**config.mk**
```make
export PLATFORM = sky130hd
export DESIGN_NAME = udiv_unrolled
export DESIGN_NICKNAME = d
export VERILOG_FILES = /design/src/rtl/udiv_pkg.sv /design/src/rtl/udiv_norm.sv /design/src/rtl/udiv_stage.sv /design/src/rtl/udiv_unrolled.sv
export SDC_FILE = /design/constraint.sdc
export NUM_CORES = 1
export LEC_CHECK = 0
export BUFFER_PORTS_ARGS = -buffer_cell sky130_fd_sc_hd__buf_2
export CAP_MARGIN = 0
export CORE_ASPECT_RATIO = 0.7
export CORE_MARGIN = 2
export CORE_UTILIZATION = 35
export CTS_CLUSTER_DIAMETER = 100
export CTS_CLUSTER_SIZE = 28
export DETAILED_ROUTE_END_ITERATION = 10
export SLEW_MARGIN = 20
export SYNTH_ARGS = -nofsm -noshare
export SYNTH_HDL_FRONTEND = slang
export SYNTH_HIERARCHICAL = 1
export SYNTH_SLANG_ARGS = --single-unit
```
**constraint.sdc**
```tcl
create_clock -name clk_i -period 3 [get_ports clk_i]
set_clock_uncertainty 0.1 [all_clocks]
set_input_delay 0.3 -clock clk_i [delete_from_list [all_inputs] [get_ports clk_i]]
set_output_delay 0.3 -clock clk_i [all_outputs]
set_load 0.005 [all_outputs]
```
**src/rtl/udiv_pkg.sv**
```systemverilog
package udiv_pkg;
  parameter int unsigned DIV_W = 8;
  localparam int unsigned NUM_W = 2 * DIV_W;
  localparam int unsigned SH_W  = $clog2(DIV_W);

  // State carried between slices
  typedef struct packed {
    logic             vld;
    logic             dz;
    logic             ovf;
    logic [SH_W-1:0]  sh;
    logic [DIV_W-1:0] dn;   // normalized divisor
    logic [DIV_W-1:0] rem;  // partial remainder
    logic [DIV_W-1:0] lo;   // dividend bits still to be brought down
    logic [DIV_W-1:0] quo;
  } slice_t;
endpackage

```
**src/rtl/udiv_norm.sv**
```systemverilog
module udiv_norm
  import udiv_pkg::*;
(
  input  logic             vld_i,
  input  logic [NUM_W-1:0] dividend_i,
  input  logic [DIV_W-1:0] divisor_i,
  output slice_t           slice_o
);
  logic [SH_W-1:0]  sh;
  logic [NUM_W-1:0] num_sh;

  // leading-zero count; highest set bit wins
  always_comb begin
    sh = '0;
    for (int i = 0; i < DIV_W; i++)
      if (divisor_i[i]) sh = SH_W'(DIV_W - 1 - i);
  end

  assign num_sh = dividend_i << sh;

  always_comb begin
    slice_o     = '0;
    slice_o.vld = vld_i;
    slice_o.dz  = (divisor_i == '0);
    slice_o.ovf = (divisor_i != '0) && (dividend_i[NUM_W-1:DIV_W] >= divisor_i);
    slice_o.sh  = sh;
    slice_o.dn  = divisor_i << sh;
    slice_o.rem = num_sh[NUM_W-1:DIV_W];
    slice_o.lo  = num_sh[DIV_W-1:0];
  end
endmodule

```
**src/rtl/udiv_stage.sv**
```systemverilog
module udiv_stage
  import udiv_pkg::*;
(
  input  slice_t slice_i,
  output slice_t slice_o
);
  logic [DIV_W:0] part;
  logic [DIV_W:0] diff;
  logic           brw;
  logic           take;

  // 9-bit partial remainder: shifted-out bit forces a subtract
  assign part        = {slice_i.rem, slice_i.lo[DIV_W-1]};
  assign {brw, diff} = {1'b0, part} - {2'b00, slice_i.dn};
  assign take        = ~brw;

  always_comb begin
    slice_o     = slice_i;
    slice_o.rem = take ? diff[DIV_W-1:0] : part[DIV_W-1:0];
    slice_o.lo  = {slice_i.lo[DIV_W-2:0], 1'b0};
    slice_o.quo = {slice_i.quo[DIV_W-2:0], take};
  end
endmodule

```
**src/rtl/udiv_unrolled.sv**
```systemverilog
module udiv_unrolled
  import udiv_pkg::*;
#(
  parameter bit PIPE_EN = 1'b1
) (
  input  logic             clk_i,
  input  logic             rst_ni,
  input  logic             in_valid_i,
  output logic             in_ready_o,
  input  logic [NUM_W-1:0] dividend_i,
  input  logic [DIV_W-1:0] divisor_i,
  output logic             out_valid_o,
  output logic [DIV_W-1:0] quot_o,
  output logic [DIV_W-1:0] rem_o,
  output logic             div_zero_o,
  output logic             ovf_o
);
  slice_t pipe  [0:DIV_W];
  slice_t st_out[0:DIV_W-1];
  slice_t last;
  logic   err;
  logic   unused_w;

  assign in_ready_o = rst_ni;

  udiv_norm norm_i (
    .vld_i      (in_valid_i & in_ready_o),
    .dividend_i (dividend_i),
    .divisor_i  (divisor_i),
    .slice_o    (pipe[0])
  );

  for (genvar g = 0; g < DIV_W; g++) begin : g_stage
    udiv_stage stage_i (
      .slice_i (pipe[g]),
      .slice_o (st_out[g])
    );
    if (PIPE_EN) begin : g_reg
      always_ff @(posedge clk_i or negedge rst_ni) begin
        if (!rst_ni) pipe[g+1] <= '0;
        else         pipe[g+1] <= st_out[g];
      end
    end else begin : g_comb
      assign pipe[g+1] = st_out[g];
    end
  end

  assign last        = pipe[DIV_W];
  assign err         = last.dz | last.ovf;
  assign out_valid_o = last.vld;
  assign div_zero_o  = last.dz;
  assign ovf_o       = last.ovf;
  assign quot_o      = err ? '1 : last.quo;
  assign rem_o       = err ? '1 : (last.rem >> last.sh);
  assign unused_w    = ^{last.lo, last.dn};
endmodule

```
==> impl_metrics.yaml <==
run_status:
  outcome: "finished, final reports clean"
global_route:
  grt_overflow: 0
  grt_first_pass_wirelength_mm: 33.4
  grt_start_max_net_pins: 93
  antenna_found_initial: 0
  track_usage: 0.107
  first_global_vias: 6716
worst_setup_path:
  reg2regPathDepth: 7
  crit_path_start: "divisor_i[2]"
  cp_num_buf_inv: 3
  crit_path_start_kind: "primary input"
  reg2reg_to: "pipe[250]"
  crit_required_ns: 3.27
  path_class: "primary input to register"
  slowest_stage: "or4_4"
  arrival_ns: 3.22
  crit_end: "pipe[288]"
  path_max_fanout: 12
  path_delay_family: "simple AND/OR/NAND/NOR gates"
  crit_path_cell_trace: "buf_2, or4_4, nand3_4, inv_6, mux2i_1, mux2i_1, mux2_4, inv_4, ha_4, fa_2, nor2b_2, o31a_1, nor4_1, a311o_1, mux2_4"
  ff2ff_setup_slack_ns: 0.78
  slowest_delay_ns: 0.55
  timing.rr.start: "pipe[290]"
  critPathCaptureType: "register"
  crit_cells: 15
clock_network:
  clockBufferDepth: 3
  cts_num_sinks: 232
  numCtsBuffers: 12
  clk_pin_slew_worst_paths_ns: 0.10
  cts_tree: "built"
  cts_root_buf: "clkbuf_16"
  worst_skew_pair.late_latency_ns: 0.47
  cts_htree_levels: 1
yosys:
  syn-num-nets: 1168
  syn-cell-area_mm2: 0.0125
  ys_warn_count: 6
  synthCells: 1061
  avgSynthCellArea_um2: 11.7
floorplanning:
  io_pins: 47
  dieArea_mm2: 0.0371
  start_util: 0.357
  rows: 57
  die_h_um: 162
  core_area_mm2: 0.0349
  die_x_um: 229
finish:
  syn_to_final_growth_pct: 3.57
  nNetsFinal: 1114
  layout_commonest_cell: "dfrtp_1"
  fin_util: 0.370
  diodes: 0
  instances_no_fill: 1479
  layout_common_cells: "232 x dfrtp_1, 100 x inv_1, 69 x ha_1"
  drive_above_1_share: 0.257
  final_area_mm2: 0.0129
route:
  antenna_left: 0
  initialDrtViolationCount: 246
  vias_per_cell: 4.52
  drt-total-wl_mm: 19.3
  first_pass_iters: 4
  dr_total_vias: 6680
  routedWlPerCell_um: 13.0
  drc: 0
sta:
  fmax_mhz: 339
  final-hold-violation-count: 0
  finalSetupViolCount: 0
  slew_viol_final: 0
  period_minus_slack_ns: 2.95
  worst_slew_pin_slew_ns: 0.523
  rsz0062_at_grt: "true"
  max_slew_margin: 0.648
  hold_ws_ns: 0.122
  period_share: 0.984
place:
  dp.cells: 1457
  dp_hpwl_mm: 15.0
  numPortBuffers: 46
  placed_cell_area_mm2: 0.0125
  gp_congestion: 0.870
power:
  vdd_drop_max_mv: 0.365
  p_leak_nw: 6.20
  p_per_area_mw_per_mm2: 901
  p_total_mw: 11.6
min_path:
  min_from: "dividend_i[3]"
  hold_path_class: "primary input to register"
  min_path_cells: 3
job:
  drv_cap: 0
[worst reg2reg max path, stage by stage, from the launching register on]
cell     delay [ns]
dfrtp_1        0.39
ha_1           0.22
fa_1           0.41
nor2b_1        0.17
o31a_1         0.20
nor4_1         0.06
a311o_1        0.31
mux2_4         0.27
[routing by layer]
metal  share of wire  global-route usage
met5               0                   0
met2            0.45               0.168
met4           0.019              0.0272
met3           0.029              0.0172
met1            0.50               0.154
[final cells by class]
cell class | instances | area [um^2]
clock buffers | 13 | 325
clock inverters | 1 | 20.0
fillers | 3375 | 22000
inverters | 104 | 400
multi-input cells | 544 | 4970
flip-flops and latches | 232 | 5810
well taps | 472 | 591
repair buffers | 113 | 791
[metrics by stage]
stage / setup TNS [ns] / setup WS [ns]
after floorplan: -1.25 / -0.296
after global placement: -3.52 / -0.443
after detailed placement: -4.05 / -0.555
after CTS: 0 / 0.00380
after global routing: -0.105 / -0.0431
final: 0 / 0.0492
[power by group]
| part | leakage, nW | total (mW) | switching (mW) | internal (mW) |
|---|---|---|---|---|
| combinational | 3.27 | 5.53 | 2.57 | 2.96 |
| sequential | 2.76 | 4.35 | 0.403 | 3.95 |
| clock | 0.170 | 1.73 | 0.935 | 0.797 |
| total | 6.20 | 11.6 | 3.91 | 7.70 |
[registers in the layout (all words and copies together) (netlist names)]
register	count
ovf_o	1
last	19
pipe	210
out_valid_o	1
div_zero_o	1
[worst min-delay path by stage]
stage	end	slack, ns
final	pipe[280]	0.12
after global routing	pipe[280]	0.13
after CTS	pipe[280]	0.1
after detailed placement	pipe[152]	0.14
after global placement	pipe[152]	0.14
after floorplan	div_zero_o	-0.1
[repair_timing]
| action | in CTS | in global routing |
|---|---|---|
| gates cloned | 0 | 0 |
| pin swaps | 1 | 4 |
| buffers inserted | 0 | 4 |
| hold buffers | 4 | 0 |
| resized for setup | 1 | 3 |
| endpoints found under the setup margin | 1 | 9 |
| endpoints found under the hold margin | 52 | 0 |
(Power assumes the default switching activity.)
